### config.mk
export PLATFORM = sky130hd
export DESIGN_NAME = cell_alarm_ctrl
export DESIGN_NICKNAME = d
export VERILOG_FILES = /design/src/rtl/cfa_pkg.sv /design/src/rtl/cfa_tick_gen.sv /design/src/rtl/cfa_ov_filter.sv /design/src/rtl/cfa_ow_filter.sv /design/src/rtl/cfa_alarm_drv.sv /design/src/rtl/cell_alarm_ctrl.sv
export SDC_FILE = /design/constraint.sdc
export NUM_CORES = 1
export LEC_CHECK = 0
export ABC_AREA = 1
export CORE_MARGIN = 3
export CORE_UTILIZATION = 58
export DETAILED_ROUTE_END_ITERATION = 8
export PLACE_DENSITY_LB_ADDON = 0.08
export SKIP_LAST_GASP = 1
export SLEW_MARGIN = 5
export SYNTH_ARGS = -nofsm -noshare
export SYNTH_HDL_FRONTEND = slang
export SYNTH_HIERARCHICAL = 1
export SYNTH_SLANG_ARGS = --single-unit
### constraint.sdc
create_clock -name clk_i -period 4.81 [get_ports clk_i]
set_input_delay 0.481 -clock clk_i [delete_from_list [all_inputs] [get_ports clk_i]]
set_output_delay 0.481 -clock clk_i [all_outputs]
set_load 0.02 [all_outputs]
### src/rtl/cfa_pkg.sv
package cfa_pkg;
  typedef enum logic [1:0] {
    STY_PUSH = 2'd0,
    STY_SINK = 2'd1,
    STY_SRC  = 2'd2,
    STY_ALT  = 2'd3
  } alarm_style_e;
endpackage

### src/rtl/cfa_tick_gen.sv
module cfa_tick_gen #(
  parameter int CYC_NORM  = 13107,
  parameter int CYC_QUICK = 3277
) (
  input  logic clk_i,
  input  logic rst_ni,
  input  logic quick_i,
  input  logic quick_nxt_i,
  output logic tick_o
);
  localparam int PW = (CYC_NORM > 1) ? $clog2(CYC_NORM) : 1;
  localparam logic [PW-1:0] NP = PW'(CYC_NORM - 1);
  localparam logic [PW-1:0] QP = PW'(CYC_QUICK - 1);

  logic [PW-1:0] cnt_q;

  assign tick_o = (cnt_q == '0);

  always_ff @(posedge clk_i or negedge rst_ni) begin
    if (!rst_ni) begin
      cnt_q <= NP;
    end else if (quick_nxt_i != quick_i) begin
      // restart the period on a mode change
      cnt_q <= quick_nxt_i ? QP : NP;
    end else if (tick_o) begin
      cnt_q <= quick_i ? QP : NP;
    end else begin
      cnt_q <= cnt_q - 1'b1;
    end
  end
endmodule

### src/rtl/cfa_ov_filter.sv
module cfa_ov_filter #(
  parameter int DLY_W = 4,
  parameter int CNT_W = 4
) (
  input  logic             clk_i,
  input  logic             rst_ni,
  input  logic             tick_i,
  input  logic             hit_i,
  input  logic             clear_i,
  input  logic [DLY_W-1:0] dly_i,
  output logic             fault_o
);
  logic [CNT_W-1:0] cnt_q;
  logic             miss_q;
  logic             fault_q;
  logic [CNT_W:0]   cnt_nxt;
  logic             reach;

  assign cnt_nxt = {1'b0, cnt_q} + 1'b1;
  assign reach   = (32'(cnt_nxt) > 32'(dly_i));
  assign fault_o = fault_q;

  always_ff @(posedge clk_i or negedge rst_ni) begin
    if (!rst_ni) begin
      cnt_q   <= '0;
      miss_q  <= 1'b0;
      fault_q <= 1'b0;
    end else if (tick_i) begin
      if (!fault_q) begin
        if (hit_i) begin
          miss_q <= 1'b0;
          if (reach) begin
            fault_q <= 1'b1;
            cnt_q   <= '0;
          end else begin
            cnt_q <= cnt_nxt[CNT_W-1:0];
          end
        end else if (miss_q) begin
          // second clean sample in a row
          cnt_q  <= '0;
          miss_q <= 1'b0;
        end else begin
          miss_q <= 1'b1;
        end
      end else if (clear_i) begin
        fault_q <= 1'b0;
        cnt_q   <= '0;
        miss_q  <= 1'b0;
      end
    end
  end
endmodule

### src/rtl/cfa_ow_filter.sv
module cfa_ow_filter #(
  parameter int DLY_W = 4,
  parameter int CNT_W = 4
) (
  input  logic             clk_i,
  input  logic             rst_ni,
  input  logic             tick_i,
  input  logic             hit_i,
  input  logic [DLY_W-1:0] dly_i,
  output logic             fault_o
);
  logic [CNT_W-1:0] cnt_q;
  logic             fault_q;
  logic [CNT_W:0]   cnt_nxt;
  logic             reach;
  logic             agree;

  assign cnt_nxt = {1'b0, cnt_q} + 1'b1;
  assign reach   = (32'(cnt_nxt) > 32'(dly_i));
  // sample points toward the opposite state
  assign agree   = hit_i ^ fault_q;
  assign fault_o = fault_q;

  always_ff @(posedge clk_i or negedge rst_ni) begin
    if (!rst_ni) begin
      cnt_q   <= '0;
      fault_q <= 1'b0;
    end else if (tick_i) begin
      if (agree) begin
        if (reach) begin
          fault_q <= ~fault_q;
          cnt_q   <= '0;
        end else begin
          cnt_q <= cnt_nxt[CNT_W-1:0];
        end
      end else begin
        cnt_q <= '0;
      end
    end
  end
endmodule

### src/rtl/cfa_alarm_drv.sv
module cfa_alarm_drv
  import cfa_pkg::*;
(
  input  logic       fault_i,
  input  logic       inv_i,
  input  logic [1:0] style_i,
  output logic       alarm_o,
  output logic       oe_o
);
  logic asrt;
  alarm_style_e sty;

  assign asrt = fault_i ^ inv_i;
  assign sty  = alarm_style_e'(style_i);

  always_comb begin
    unique case (sty)
      STY_SINK: begin
        alarm_o = 1'b0;
        oe_o    = asrt;
      end
      STY_SRC: begin
        alarm_o = 1'b1;
        oe_o    = asrt;
      end
      default: begin
        alarm_o = ~asrt;
        oe_o    = 1'b1;
      end
    endcase
  end
endmodule

### src/rtl/cell_alarm_ctrl.sv
module cell_alarm_ctrl #(
  parameter int NCELL     = 5,
  parameter int MIN_CELLS = 3,
  parameter int DLY_W     = 4,
  parameter int MAX_DLY   = 13,
  parameter int CYC_NORM  = 13107,
  parameter int CYC_QUICK = 3277,
  localparam int OPT      = NCELL - MIN_CELLS
) (
  input  logic             clk_i,
  input  logic             rst_ni,
  input  logic [NCELL-1:0] ov_hi_i,
  input  logic [NCELL-1:0] rel_lo_i,
  input  logic [NCELL-1:0] ow_lo_i,
  input  logic [OPT-1:0]   tied_i,
  input  logic             sup_hi_i,
  input  logic             sup_lo_i,
  input  logic [DLY_W-1:0] ov_dly_i,
  input  logic [DLY_W-1:0] ow_dly_i,
  input  logic             inv_i,
  input  logic [1:0]       style_i,
  output logic             alarm_o,
  output logic             alarm_oe_o
);
  localparam int CNT_W = $clog2(MAX_DLY + 1);

  logic [NCELL-1:0] active;
  logic             quick_q, quick_d;
  logic             tick;
  logic             any_ov, all_rel, any_ow;
  logic [DLY_W-1:0] ov_dly_eff, ow_dly_eff;
  logic             ov_fault, ow_fault;

  // a tie on input j leaves every cell at or below j unused
  for (genvar i = 0; i < NCELL; i++) begin : g_mask
    if (i >= OPT) begin : g_fixed
      assign active[i] = 1'b1;
    end else begin : g_opt
      assign active[i] = ~|tied_i[OPT-1:i];
    end
  end

  assign any_ov  = |(ov_hi_i & active);
  assign all_rel = &(rel_lo_i | ~active);
  assign any_ow  = |(ow_lo_i & active);

  function automatic logic [DLY_W-1:0] eff_dly(input logic [DLY_W-1:0] d, input logic q);
    logic [DLY_W-1:0] c;
    c = (32'(d) > MAX_DLY) ? DLY_W'(MAX_DLY) : d;
    if (q && (c > DLY_W'(1))) c = DLY_W'(1);
    return c;
  endfunction

  assign ov_dly_eff = eff_dly(ov_dly_i, quick_q);
  assign ow_dly_eff = eff_dly(ow_dly_i, quick_q);

  always_comb begin
    if (sup_hi_i)      quick_d = 1'b1;
    else if (sup_lo_i) quick_d = 1'b0;
    else               quick_d = quick_q;
  end

  always_ff @(posedge clk_i or negedge rst_ni) begin
    if (!rst_ni) quick_q <= 1'b0;
    else         quick_q <= quick_d;
  end

  cfa_tick_gen #(.CYC_NORM(CYC_NORM), .CYC_QUICK(CYC_QUICK)) u_tick (
    .clk_i(clk_i), .rst_ni(rst_ni), .quick_i(quick_q), .quick_nxt_i(quick_d), .tick_o(tick)
  );

  cfa_ov_filter #(.DLY_W(DLY_W), .CNT_W(CNT_W)) u_ov (
    .clk_i(clk_i), .rst_ni(rst_ni), .tick_i(tick), .hit_i(any_ov), .clear_i(all_rel),
    .dly_i(ov_dly_eff), .fault_o(ov_fault)
  );

  cfa_ow_filter #(.DLY_W(DLY_W), .CNT_W(CNT_W)) u_ow (
    .clk_i(clk_i), .rst_ni(rst_ni), .tick_i(tick), .hit_i(any_ow),
    .dly_i(ow_dly_eff), .fault_o(ow_fault)
  );

  cfa_alarm_drv u_drv (
    .fault_i(ov_fault | ow_fault), .inv_i(inv_i), .style_i(style_i),
    .alarm_o(alarm_o), .oe_o(alarm_oe_o)
  );
endmodule

==> results.py <==
metrics = {
    "outcome": {
        "status": "completed",
    },
    "clock_tree": {
        "postCtsSetupRepairBufs": 0,
        "clk_latency_ns": 0.27,
        "path_clk_slew_ns": 0.08,
        "cts_sinks": 26,
        "cts.path.max_buffers": 2,
        "clockRootBuffer": "clkbuf_8",
        "numCtsBuffers": 3,
        "cts_tree": "built",
        "cts-resized-gates": 0,
        "htreeDepth": 1,
        "hold_buffers": 0,
    },
    "floorplan": {
        "num_io_pins": 34,
        "die_y_microns": 66.8,
        "die-area_sq_um": 4460,
        "core-area_sq_um": 3440,
        "die_w_microns": 66.8,
        "start_util": 0.622,
        "row_count": 21,
    },
    "yosys": {
        "synth_area_sq_um": 2140,
        "synth_seq_cells": 26,
        "seq_area_frac_synth": 0.308,
        "yosysUniqueCellTypes": 33,
        "ys_warn_count": 6,
        "synth_edf_count": 0,
        "avgSynthCellArea_sq_um": 6.95,
        "ys.flop_type": "dfrtp_1",
        "synthArstFlopShare": 1.00,
        "syn_inst": 308,
        "syn_nets": 352,
    },
    "power": {
        "pwr-share-clk": 0.194,
        "intPower_mw": 0.409,
        "sequentialPowerShare": 0.447,
        "leakage_nw": 1.38,
        "p_comb_frac": 0.360,
        "power_density_nw_per_um2": 248,
        "ir_drop_mv": 0.131,
        "p_switching_mw": 0.231,
        "switching_share": 0.361,
    },
    "routing": {
        "drc": 0,
        "vias": 1980,
        "ant_nets": 0,
        "dr.pass1.iters": 4,
        "wl_per_cell_microns": 11.3,
        "viasPerCell": 5.05,
        "routed_wl_microns": 4410,
        "first_iter_violations": 133,
    },
    "timing": {
        "fmax_ghz": 0.393,
        "setup_ws_ns": 2.27,
        "finalSetupTns_ns": 0,
        "setup_viol": 0,
        "timing.final.crit_share": 0.529,
        "relSlewSlack": 0.699,
        "worstMarginPinSlew_ns": 0.450,
        "min_period_ns": 2.54,
        "hold_viol": 0,
        "slew_viol_final": 0,
        "fin_skew_ns": 0.00151,
        "rsz0062_at_grt": "no",
    },
    "layout": {
        "fin_util": 0.750,
        "layout_common_cells": "nand2_1 (84), inv_1 (52), clkdlybuf4s50_1 (33)",
        "area_growth_pct": 20.6,
        "final_layout_size_suffix_gt1_frac": 0.133,
        "stdcell_count": 392,
        "final_common_cell": "nand2_1",
        "seqCellArea_sq_um": 659,
        "final_nets": 391,
        "multiInputGateArea_sq_um": 1250,
        "nFillCells": 281,
        "antennaDiodeCount": 0,
    },
    "critical_path": {
        "r2r-start": "u_tick/cnt_q[0]",
        "cpPeakStageDelay_ns": 0.59,
        "crit_buf_inv": 4,
        "reg2reg_to": "u_ow/cnt_q[0]",
        "cp_slowest_cell": "clkdlybuf4s50_1",
        "cp.arrival_ns": 2.06,
        "crit_required_ns": 4.33,
        "path_cells": "clkdlybuf4s50_1 -> inv_1 -> ha_1 -> inv_1 -> nand2_1 -> nand2_1 -> clkdlybuf4s50_1",
        "reg2reg_slack_ns": 2.71,
        "cp.depth": 7,
        "cp_top_family": "buffers and inverters",
        "r2r_cells": 10,
        "cp-end-kind": "primary output",
        "crit_fanout": 2,
        "crit_type": "primary input to primary output",
        "startpoint_type": "primary input",
    },
    "placed_design": {
        "place_ws_ns": 2.27,
        "io_buffers": 33,
        "gp_congestion": 0.860,
        "dp.cells": 388,
        "place_hpwl_microns": 3610,
    },
    "global_route": {
        "grt-ovfl-total": 0,
        "grt_pass1_vias": 1885,
        "grt.total_usage": 0.221,
        "grt_pass1_wl_microns": 7730,
        "grt_start_max_net_pins": 27,
        "antenna_found_initial": 0,
    },
    "min_path": {
        "min_delay_worst_endpoint": "u_tick/cnt_q[0]",
        "hold_class": "flip-flop to flip-flop",
        "hold_start": "u_tick/cnt_q[0]",
        "worstHoldPathCells": 1,
    },
    "run": {
        "cap_violations": 0,
    },
}
[cell type report]
cell class / instances / area share
multi-input cells: 221 / 0.485
inverters: 61 / 0.0887
well taps: 46 / 0.0223
repair buffers: 34 / 0.131
clock buffers: 4 / 0.0175
flip-flops and latches: 26 / 0.255
[through the flow]
| stage | hold slack, ns | total power, mW | cell area, sq um |
|---|---|---|---|
| finish | 0.520 | 0.640 | 2580 |
| global route | 0.545 | 0.686 | 2580 |
| CTS | 0.519 | 0.645 | 2580 |
| detailed placement | 0.507 | 0.518 | 2540 |
| global placement | 0.480 | 0.511 | 2540 |
| floorplan | 0.185 | 0.448 | 2140 |
[flip-flops by register name (all words and copies together) (netlist names)]
register,count
u_ov/miss_q,1
u_ov/fault_o,1
u_tick/cnt_q,14
u_ow/cnt_q,4
quick_q,1
u_ow/fault_o,1
u_ov/cnt_q,4
[worst max path at each step]
| stage | startpoint | end | slack [ns] |
|---|---|---|---|
| finish | style_i[0] | alarm_o | 2.27 |
| global route | style_i[0] | alarm_o | 2.17 |
| CTS | style_i[0] | alarm_o | 2.27 |
| detailed placement | style_i[0] | alarm_o | 2.27 |
| global placement | style_i[0] | alarm_o | 2.31 |
| floorplan | u_tick/cnt_q[0] | u_ov/cnt_q[0] | 3.02 |
[cells by family (layout without fill, tap and decap cells)]
family                     Yosys count  in the layout  share of synthesized area
buffers and inverters               61             99                      0.107
and+or+nand+nor                    182            182                      0.428
xor gates and xnor gates            10             10                     0.0409
DFF                                 26             26                      0.308
adders and majority gates           12             12                     0.0701
AOI/OAI and AO/OA                   17             17                     0.0456
[cell usage after synthesis (6+ instances only)]
cell      n  share of area
a21oi_1   9          0.021
inv_1    52          0.091
ha_1     12          0.070
nand3_2   6          0.028
nand3_1  31          0.072
dfrtp_1  19           0.22
dfstp_2   7          0.086
inv_2     8          0.014
nand2_1  84           0.15
xor2_1    8          0.033
nor2_1   28          0.049
nor3_1    7          0.016
[power by group through the flow]
stage / clock network [mW] / registers (mW) / logic [mW]
global route: 0.138 / 0.290 / 0.257
floorplan: 0 / 0.282 / 0.166
CTS: 0.128 / 0.286 / 0.230
detailed placement: 0 / 0.289 / 0.229
global placement: 0 / 0.288 / 0.223
finish: 0.124 / 0.286 / 0.230
[per-layer routing]
layer | vias to the layer above | share of wire | global-route usage
met4 | 0 | 0.0086 | 0.0508
met5 | - | 0 | 0
li1 | 1040 | - | -
met3 | 4 | 0.035 | 0.0422
met1 | 892 | 0.47 | 0.280
met2 | 44 | 0.48 | 0.386
Power figures use the tool's default switching activity.
